[src/rtl/ri_pkg.sv]
package ri_pkg;

   // number of selectable time constants and the code width that picks one
   localparam int unsigned RI_CODES = 32;
   localparam int unsigned RI_TC_W  = $clog2(RI_CODES);

   // sample period in microseconds; one valid strobe stands for this span
   localparam int unsigned RI_PERIOD_US = 5;

   // time constant in microseconds, four linear segments of growing stride
   function automatic int unsigned ri_tau_us(input int unsigned code);
      int unsigned t;
      if (code <= 8)       t = 40  + 5  * code;
      else if (code <= 16) t = 90  + 10 * (code - 9);
      else if (code <= 24) t = 180 + 20 * (code - 17);
      else                 t = 360 + 40 * (code - 25);
      return t;
   endfunction

   // rounded fixed-point value of period/tau with frac fractional bits
   function automatic int unsigned ri_recip(input int unsigned tau, input int unsigned frac);
      return ((RI_PERIOD_US << frac) + tau / 2) / tau;
   endfunction

endpackage

[src/rtl/ri_window.sv]
module ri_window (
   input  logic clk_i,
   input  logic rst_ni,
   input  logic win_i,
   output logic open_o,
   output logic close_o,
   output logic active_o
);

   logic win_q;

   always_ff @(posedge clk_i or negedge rst_ni) begin
      if (!rst_ni) win_q <= 1'b0;
      else         win_q <= win_i;
   end

   assign open_o   = win_i & ~win_q;
   assign close_o  = ~win_i & win_q;
   assign active_o = win_i;

endmodule

[src/rtl/ri_rectify.sv]
module ri_rectify #(
   parameter int unsigned SAMPLE_W = 10
) (
   input  logic signed [SAMPLE_W-1:0] smp_i,
   output logic        [SAMPLE_W-1:0] mag_o
);

   logic [SAMPLE_W-1:0] raw;
   logic [SAMPLE_W-1:0] neg;

   assign raw = smp_i;
   assign neg = ~raw + SAMPLE_W'(1);

   // the most negative code negates onto itself, which read unsigned is 2^(W-1)
   assign mag_o = raw[SAMPLE_W-1] ? neg : raw;

endmodule

[src/rtl/ri_scale.sv]
module ri_scale
   import ri_pkg::*;
#(
   parameter int unsigned SAMPLE_W   = 10,
   parameter int unsigned FRAC_W     = 8,
   parameter int unsigned RECIP_FRAC = 16,
   localparam int unsigned RECIP_W   = RECIP_FRAC - 2,
   localparam int unsigned PROD_W    = SAMPLE_W + RECIP_W,
   localparam int unsigned SHIFT     = RECIP_FRAC - FRAC_W,
   localparam int unsigned INC_W     = PROD_W - SHIFT
) (
   input  logic [SAMPLE_W-1:0] mag_i,
   input  logic [RI_TC_W-1:0]  code_i,
   output logic [INC_W-1:0]    inc_o
);

   logic [RECIP_W-1:0] recip_tbl [RI_CODES];
   logic [RECIP_W-1:0] recip_sel;
   logic [PROD_W-1:0]  prod;

   // reciprocal table built from the time-constant law, one constant per code
   for (genvar g = 0; g < RI_CODES; g++) begin : g_recip
      assign recip_tbl[g] = RECIP_W'(ri_recip(ri_tau_us(g), RECIP_FRAC));
   end

   assign recip_sel = recip_tbl[code_i];
   assign prod      = PROD_W'(mag_i) * PROD_W'(recip_sel);

   // drop the reciprocal bits below the accumulator's fractional resolution
   if (SHIFT == 0) begin : g_noshift
      assign inc_o = INC_W'(prod);
   end else begin : g_shift
      assign inc_o = INC_W'(prod >> SHIFT);
   end

endmodule

[src/rtl/ri_accum.sv]
module ri_accum #(
   parameter int unsigned ACC_W = 18,
   parameter int unsigned INC_W = 16,
   localparam int unsigned SUM_W = ((INC_W > ACC_W) ? INC_W : ACC_W) + 1
) (
   input  logic             clk_i,
   input  logic             rst_ni,
   input  logic             open_i,
   input  logic             take_i,
   input  logic [INC_W-1:0] inc_i,
   output logic [ACC_W-1:0] acc_o,
   output logic             clamp_o
);

   localparam logic [SUM_W-1:0] FULL = SUM_W'({ACC_W{1'b1}});

   logic [ACC_W-1:0] acc_q;
   logic             clamp_q;
   logic [SUM_W-1:0] base;
   logic [SUM_W-1:0] addend;
   logic [SUM_W-1:0] sum;
   logic             over;
   logic [ACC_W-1:0] acc_d;
   logic             clamp_d;

   always_comb begin
      base    = open_i ? '0 : SUM_W'(acc_q);
      addend  = take_i ? SUM_W'(inc_i) : '0;
      sum     = base + addend;
      over    = (sum > FULL);
      acc_d   = over ? ACC_W'(FULL) : ACC_W'(sum);
      clamp_d = (open_i ? 1'b0 : clamp_q) | over;
   end

   always_ff @(posedge clk_i or negedge rst_ni) begin
      if (!rst_ni) begin
         acc_q   <= '0;
         clamp_q <= 1'b0;
      end else begin
         acc_q   <= acc_d;
         clamp_q <= clamp_d;
      end
   end

   assign acc_o   = acc_q;
   assign clamp_o = clamp_q;

endmodule

[src/rtl/ri_hold.sv]
module ri_hold #(
   parameter int unsigned ACC_W    = 18,
   parameter int unsigned FRAC_W   = 8,
   parameter int unsigned RESULT_W = 10
) (
   input  logic                clk_i,
   input  logic                rst_ni,
   input  logic                close_i,
   input  logic [ACC_W-1:0]    acc_i,
   output logic [RESULT_W-1:0] result_o
);

   logic [RESULT_W-1:0] res_q;

   always_ff @(posedge clk_i or negedge rst_ni) begin
      if (!rst_ni)      res_q <= '0;
      else if (close_i) res_q <= RESULT_W'(acc_i >> FRAC_W);
   end

   assign result_o = res_q;

endmodule

[src/rtl/rect_integrator.sv]
module rect_integrator
   import ri_pkg::*;
#(
   parameter int unsigned SAMPLE_W   = 10,
   parameter int unsigned RESULT_W   = 10,
   parameter int unsigned FRAC_W     = 8,
   parameter int unsigned RECIP_FRAC = 16
) (
   input  logic                       clk_i,
   input  logic                       rst_ni,
   input  logic                       smp_valid_i,
   input  logic signed [SAMPLE_W-1:0] smp_i,
   input  logic                       win_i,
   input  logic [RI_TC_W-1:0]         tc_code_i,
   output logic [RESULT_W-1:0]        result_o,
   output logic                       clamp_o
);

   localparam int unsigned ACC_W   = RESULT_W + FRAC_W;
   localparam int unsigned RECIP_W = RECIP_FRAC - 2;
   localparam int unsigned INC_W   = SAMPLE_W + RECIP_W - (RECIP_FRAC - FRAC_W);

   // elaboration-time parameter checks
   if (SAMPLE_W < 2) begin : g_chk_sample
      $error("rect_integrator: SAMPLE_W must be at least 2");
   end
   if (RESULT_W < 1) begin : g_chk_result
      $error("rect_integrator: RESULT_W must be at least 1");
   end
   if (FRAC_W < 8) begin : g_chk_frac
      $error("rect_integrator: FRAC_W must be at least 8");
   end
   if (RECIP_FRAC < FRAC_W || RECIP_FRAC < 4 || RECIP_FRAC > 24) begin : g_chk_recip
      $error("rect_integrator: RECIP_FRAC must lie in [max(FRAC_W,4), 24]");
   end

   logic                open_p;
   logic                close_p;
   logic                active;
   logic [SAMPLE_W-1:0] mag;
   logic [INC_W-1:0]    inc;
   logic [ACC_W-1:0]    acc;

   ri_window u_window (
      .clk_i    (clk_i),
      .rst_ni   (rst_ni),
      .win_i    (win_i),
      .open_o   (open_p),
      .close_o  (close_p),
      .active_o (active)
   );

   ri_rectify #(.SAMPLE_W(SAMPLE_W)) u_rectify (
      .smp_i (smp_i),
      .mag_o (mag)
   );

   ri_scale #(
      .SAMPLE_W   (SAMPLE_W),
      .FRAC_W     (FRAC_W),
      .RECIP_FRAC (RECIP_FRAC)
   ) u_scale (
      .mag_i  (mag),
      .code_i (tc_code_i),
      .inc_o  (inc)
   );

   ri_accum #(
      .ACC_W (ACC_W),
      .INC_W (INC_W)
   ) u_accum (
      .clk_i   (clk_i),
      .rst_ni  (rst_ni),
      .open_i  (open_p),
      .take_i  (active & smp_valid_i),
      .inc_i   (inc),
      .acc_o   (acc),
      .clamp_o (clamp_o)
   );

   ri_hold #(
      .ACC_W    (ACC_W),
      .FRAC_W   (FRAC_W),
      .RESULT_W (RESULT_W)
   ) u_hold (
      .clk_i    (clk_i),
      .rst_ni   (rst_ni),
      .close_i  (close_p),
      .acc_i    (acc),
      .result_o (result_o)
   );

endmodule

[config.mk]
export PLATFORM = sky130hd
export DESIGN_NAME = rect_integrator
export DESIGN_NICKNAME = d
export VERILOG_FILES = /design/src/rtl/ri_pkg.sv /design/src/rtl/ri_window.sv /design/src/rtl/ri_rectify.sv /design/src/rtl/ri_scale.sv /design/src/rtl/ri_accum.sv /design/src/rtl/ri_hold.sv /design/src/rtl/rect_integrator.sv
export SDC_FILE = /design/constraint.sdc
export NUM_CORES = 1
export LEC_CHECK = 0
export BUFFER_PORTS_ARGS = -buffer_cell sky130_fd_sc_hd__clkbuf_2
export CORE_ASPECT_RATIO = 1.2
export CORE_MARGIN = 2
export CORE_UTILIZATION = 61
export DETAILED_ROUTE_END_ITERATION = 16
export GPL_TIMING_DRIVEN = 0
export PLACE_DENSITY = 0.76
export SLEW_MARGIN = 5
export SYNTH_ARGS = -nofsm -noshare
export SYNTH_HDL_FRONTEND = slang
export SYNTH_HIERARCHICAL = 1
export SYNTH_SLANG_ARGS = --single-unit
[constraint.sdc]
create_clock -name clk_i -period 7.9 [get_ports clk_i]
set_clock_uncertainty 0.15 [all_clocks]
set_input_delay 1.58 -clock clk_i [delete_from_list [all_inputs] [get_ports clk_i]]
set_output_delay 1.58 -clock clk_i [all_outputs]
set_load 0.005 [all_outputs]
==> summary.txt, run 1 <==
CTS sink cnt - 30
min Tclk post-route - 8864 ps
warnings from Yosys - 6
Setup CP Type - input port to flip-flop
Layout Nets - 1,167
Post-Synth Simple-Gate Area - 22.29%
mux share of post-synthesis cell area - 3.821%
Initial Util - 61.94%
Area Growth Syn to Fin - 31.32%
Synth Area in Adders - 38.61%
Routed WL per cell - 19.36 um
reg2reg setup slack - 4100 ps
first-pass GRT wire length - 34,990 um
Synth Area in XOR/XNOR - 3.888%
CP endpoint kind - flip-flop
drt total wl - 22,020 um
die width - 104.8 um
worst min path class - flip-flop to flip-flop
DP Cell Count - 1,049
status - finished with violations
most frequent CP cell - fa_1
relative slew slack - 39.09%
largest family of logic cells by synthesized area - adder cells
n_diodes - 0
failing checks - setup timing
largest net degree at the start of global routing - 31
via count - 6,823
Largest stage delay, worst path - 570 ps
CTS max path bufs - 2
Seq/Total Area, Yosys - 10.10%
share of post-route cells with drive strength above 1 - 32.38%
hold buffer count at CTS - 0
Die H - 124.9 um
boundary pin count - 30
Peak Freq - 112.8 MHz
Setup crit start kind - input port
Final setup viols - 19
drt initial violations - 440
Worst Tran Pin Value - 910.3 ps
slowest library cell on the worst path - fa_1
Post-synth EDFFs - 0
row count - 44
DP HPWL - 14,940 um
Max-cap violations - 0
Yosys reg bits - 30
Die ar. - 0.01309 mm2
post-synthesis net count - 1,053
Final Hold Vio Count - 0
TritonCTS clock tree - done
mapped cell area - 0.007433 mm2
Syn Area/Cell - 8.633 um2
vias in the first global route - 7,135
fill count - 716
drc violations - 0
Num CTS Buffers - 5
RePlAce Congestion - 0.9245
Buffers on Ports - 27
CTS Root Cell - clkbuf_16
initial antenna violation count - 0
peak fanout along the critical path - 6
post-synthesis compound-gate area fraction - 13.38%
setup ws final - -963.9 ps
RSZ-0062 raised after global routing - true
clock latency on the worst-skew pair - 290 ps
Finished Layout Cells - 1,137
dominant synthesized flop cell - dfrtp_1
clock slew at reported path FFs - 50 ps
Core Box Area - 0.01200 mm2
H-tree depth - 2
crit path DAT - 8880 ps
total track usage - 32.91%
Crit path required time - 7910 ps
vias per inst - 6.001
Pins Over Slew Limit - 0
post-route ant nets - 0
grt total ovfl - 0
Synth cell types - 75
fin crit share - 112.2%
DRT Pass-1 Iters - 5
Cells after Synth - 861
ys async rst share - 100.0%
-- stage by stage --
stage | area [um2] | hold WS, ps | util, % | setup WS, ps | setup TNS [ps]
floorplan | 7779 | 323.4 | - | -506.1 | -7336
global placement | 8115 | 335.4 | 67.62 | -1808 | -31930
detailed placement | 8115 | 342.0 | 67.62 | -1825 | -32170
CTS | 9150 | 355.9 | 76.24 | -818.7 | -14540
global route | 9762 | 362.6 | 81.34 | -1088 | -18770
finish | 9762 | 349.0 | 81.34 | -963.9 | -15360
-- final cells by class --
cell class                 instances  area, um2  share of cell area [%]
multi-input combinational        684       7111                   72.84
timing repair buffer             109      834.6                   8.549
sequential                        30      750.7                   7.690
inverter                         118      454.2                   4.653
buffer                            27      259.0                   2.653
tap                              161      201.4                   2.064
clock buffer                       6      138.9                   1.423
clock inverter                     2      12.51                  0.1282
-- repair_timing --
| item | in CTS | in global routing |
|---|---|---|
| pin swaps | 54 | 64 |
| endpoints found under the setup margin | 19 | 19 |
| buffers inserted | 49 | 31 |
| gates cloned | 3 | 0 |
| gates resized for setup | 102 | 91 |
-- cells in the mapped netlist (all sizes together) (4+ instances only) --
| cell type | n | area share (%) |
|---|---|---|
| dfrtp | 30 | 10 |
| a21oi | 36 | 2.6 |
| and3 | 5 | 0.42 |
| fa | 94 | 25 |
| a21boi | 6 | 0.61 |
| o31ai | 4 | 0.40 |
| a31oi | 4 | 0.42 |
| nand3 | 15 | 1.0 |
| ha | 79 | 13 |
| nand2b | 12 | 1.0 |
| and2 | 75 | 6.3 |
| mux2i | 10 | 1.3 |
| nand2 | 118 | 6.0 |
| nor3 | 7 | 0.47 |
| o21ai | 33 | 2.3 |
| a21o | 10 | 1.0 |
| inv | 118 | 6.0 |
| o211ai | 12 | 1.4 |
| or2 | 6 | 0.50 |
| clkbuf | 19 | 0.96 |
| xor2 | 9 | 1.1 |
| nand4 | 4 | 0.34 |
| buf | 11 | 0.99 |
| xnor2 | 24 | 2.8 |
| mux2 | 13 | 2.5 |
| nor2 | 29 | 1.5 |
| nor2b | 28 | 2.4 |
| o21a | 4 | 0.40 |
-- cell usage in the layout, fill, tap and decap left out, types with 11 or more instances in the layout --
master | synthesis | layout
nand2_2 | 0 | 11
nand2_1 | 118 | 104
ha_4 | 0 | 26
inv_1 | 117 | 104
dfrtp_1 | 30 | 30
xnor2_1 | 24 | 18
nor2_1 | 29 | 23
nand2b_1 | 12 | 11
nor2b_1 | 28 | 27
o21ai_0 | 24 | 12
nand3_1 | 15 | 12
fa_1 | 94 | 91
mux2_4 | 10 | 13
buf_4 | 3 | 79
and2_1 | 75 | 66
ha_1 | 79 | 50
clkbuf_2 | 0 | 24
a21oi_1 | 33 | 21
-- path summary, 6_finish.rpt --
path,to,start,cells past startpoint
worst min-delay path,u_hold/result_o[3],u_accum/acc_o[11],1
worst max register to register,u_accum/acc_o[14],u_window/win_q,10
worst min register to register,u_hold/result_o[3],u_accum/acc_o[11],1
min in group asynchronous,u_accum/acc_o[2],rst_ni,1
max in group asynchronous,u_window/win_q,rst_ni,1
worst max-delay path,u_accum/acc_o[14],smp_i[2],30
-- layer usage --
metal | vias up | share of wire, % | wire length, um | global-route usage (%)
met5 | - | 0 | 0 | 0
met4 | 0 | 5.3 | 1164 | 14.43
met3 | 99 | 5.9 | 1305 | 3.611
met2 | 330 | 53 | 11730 | 61.42
met1 | 3338 | 35 | 7813 | 37.57
li1 | 3056 | - | - | -
-- logic make-up after synthesis --
kind of cell	count (synthesis)
flops	30
buf+inv	148
xor+xnor	33
compound gates	136
mux	23
simple gates	318
fa+ha+maj	173
-- registers in the layout, summed over array words and instances (netlist names) --
name and count:
u_accum/acc_o 18, u_accum/clamp_o 1, u_window/win_q 1, u_hold/result_o 10
-- worst max-delay path: cells and delay by family --
family	cells	cell delay, ps
AND/OR/NAND/NOR	8	1460
AO/OA/AOI/OAI	8	1860
adder cells (fa/ha/maj)	7	3160
buffers and inverters	7	770
Power of run 1 is left out: the tool's default activity adds up to more than one toggle a clock period on the data nets, which glitch-free logic cannot reach.
==> inputs of run 2 (changes only) <==
Settings changed: CORE_MARGIN 2 to not set, PLACE_DENSITY 0.76 to not set, PLACE_DENSITY_LB_ADDON set to 0.1.
==> summary.txt, run 2 (synthesis gave the netlist of run 1 again) <==
clock slew at reported path FFs - 50 ps (about the same)
crit path DAT - 9090 ps (+210 ps)
Routed WL per cell - 21.98 um (+13%)
Buffers on Ports - 27 (unchanged)
most common cell after layout, fill and taps aside - inv_1
via count - 7,163 (+5.0%)
H-tree depth - 2 (unchanged)
slowest library cell on the worst path - fa_1
row count - 43 (-2.3%)
P_leak - 4.832 nW
RSZ-0062 raised after global routing - true
total track usage - 36.20% (+3.3 points)
TritonCTS clock tree - done
drt total wl - 25,210 um (+14%)
TNS Setup - -21,470 ps (-6111 ps)
Largest stage delay, worst path - 570 ps (about the same)
drt initial violations - 433 (-1.6%)
Worst R2R Start - u_window/win_q
n_diodes - 0 (unchanged)
vias per inst - 6.245 (+4.1%)
Layout Nets - 1,181 (+1.2%)
worst min path class - flip-flop to flip-flop
DRT Pass-1 Iters - 5 (unchanged)
CTS Root Cell - clkbuf_16
combinational fraction of design power - 91.4%
Hold Path Origin - u_accum/acc_o[9]
Net Switching - 2.435 mW
initial antenna violation count - 1 (+1)
Power Dens Cells - 492.0 mW/mm2
share of post-route cells with drive strength above 1 - 35.45% (+3.1 points)
clock latency on the worst-skew pair - 280 ps (about the same)
failing checks - setup timing
fill count - 600 (-16%)
first-pass GRT wire length - 34,600 um (-1.1%)
clock share of power - 4.0%
Reg power frac - 4.6%
Worst Setup SP - tc_code_i[0]
Final setup viols - 19 (unchanged)
most frequent CP cell - fa_1
peak fanout along the critical path - 8 (+2)
Core Box Area - 0.01173 mm2 (-2.3%)
Num CTS Buffers - 5 (unchanged)
Max-cap violations - 0 (unchanged)
status - finished with violations
Setup CP Type - input port to flip-flop
drc violations - 0 (unchanged)
CTS max path bufs - 2 (unchanged)
vias in the first global route - 7,068 (-0.94%)
Setup crit start kind - input port
CP endpoint kind - flip-flop
grt total ovfl - 0 (unchanged)
die width - 102.8 um (-1.9%)
most frequent cells in the layout - inv_1, nand2_1, fa_1
min Tclk post-route - 9080 ps (+216.5 ps)
reg2reg setup slack - 4150 ps (+50 ps)
Die ar. - 0.01263 mm2 (-3.5%)
Max VDD drop - 0.0003952 V
Area Growth Syn to Fin - 34.57%
setup ws final - -1180 ps (-216.5 ps)
RePlAce Congestion - 0.9132 (-1.2%)
final core occ - 85.29% (+4.0 points)
Initial Util - 63.38% (+1.4 points)
Final Hold Vio Count - 0 (unchanged)
fin crit share - 114.9% (+2.7 points)
Pins Over Slew Limit - 0 (unchanged)
relative slew slack - 45.41% (+6.3 points)
boundary pin count - 30 (unchanged)
Peak Freq - 110.1 MHz (-2.4%)
Worst Tran Pin Value - 815.8 ps (-94.47 ps)
largest net degree at the start of global routing - 31 (unchanged)
CTS sink cnt - 30 (unchanged)
number of flip-flops in the largest register - 18 (unchanged)
Internal Dissipation - 2.486 mW
post-route ant nets - 0 (unchanged)
DP HPWL - 15,050 um (+0.79%)
Die H - 122.9 um (-1.6%)
Crit path required time - 7910 ps (about the same)
Sw Share - 49.48%
run 2: changes by cell type in the layout (fill, tap and decap cells not counted), sizes merged:
cell	before	now
inv	117	116
buf	100	113
mux2	14	15
clkinvlp	2	3
run 2: power groups by stage:
stage               sequential [mW]  combinational (mW)  clock [mW]
finish                        0.228                4.50       0.195
global route                  0.233                4.89       0.203
CTS                           0.228                4.03       0.197
detailed placement            0.230                3.35           0
global placement              0.228                3.29           0
floorplan                     0.227                2.70           0
run 2: critical path, delay by kind of cell:
kind,cells,cell delay [ps]
compound gates,7,1210
fa+ha+maj,8,3210
simple gates,9,1670
buf+inv,9,1100
mux,1,300
run 2: worst paths after layout:
path / to / cells after the start
min in group asynchronous: u_hold/result_o[0] / 1
worst min register to register: u_hold/result_o[1] / 1
worst max register to register: u_accum/acc_o[14] / 10
worst max-delay path: u_accum/acc_o[15] / 34
worst min-delay path: u_hold/result_o[1] / 1
max in group asynchronous: u_hold/result_o[4] / 1
run 2: layer usage:
layer | track usage (%) | routed length (um)
met2 | 65.63 | 12800
met5 | 0 | 13
met4 | 23.33 | 1896
met3 | 5.427 | 2155
met1 | 38.76 | 8337
run 2: repair_timing:
action / in CTS / in global routing
buffers inserted: 54 / 37
resized for setup: 112 / 111
hold buffers: 0 / 0
pin swaps: 51 / 73
gates cloned: 4 / 1
setup endpoints to repair: 19 / 19
run 2: area by class of cell:
cell class / count / area (um2) / area share (%)
clock inverters: 2 / 12.51 / 0.1251
inverters: 118 / 452.9 / 4.528
plain buffers: 28 / 245.2 / 2.452
well taps: 157 / 196.4 / 1.964
flip-flops and latches: 30 / 750.7 / 7.505
multi-input cells: 685 / 7229 / 72.27
repair buffers: 121 / 977.2 / 9.769
clock buffers: 6 / 138.9 / 1.388
run 2: through the flow:
step	cells	power (mW)	setup slack, ps	instance area, um2	hold WS (ps)
4_1_cts	1109	4.452	-796.7	9248	360.7
2_1_floorplan	861	2.922	-506.1	7779	323.4
5_1_grt	1147	5.322	-1377	10000	365.6
6_report	1147	4.921	-1180	10000	359.3
3_5_place_dp	1045	3.577	-1857	8110	340.0
3_3_place_gp	1045	3.515	-1773	8110	336.1
No activity file was read; power rests on OpenSTA's default activity.
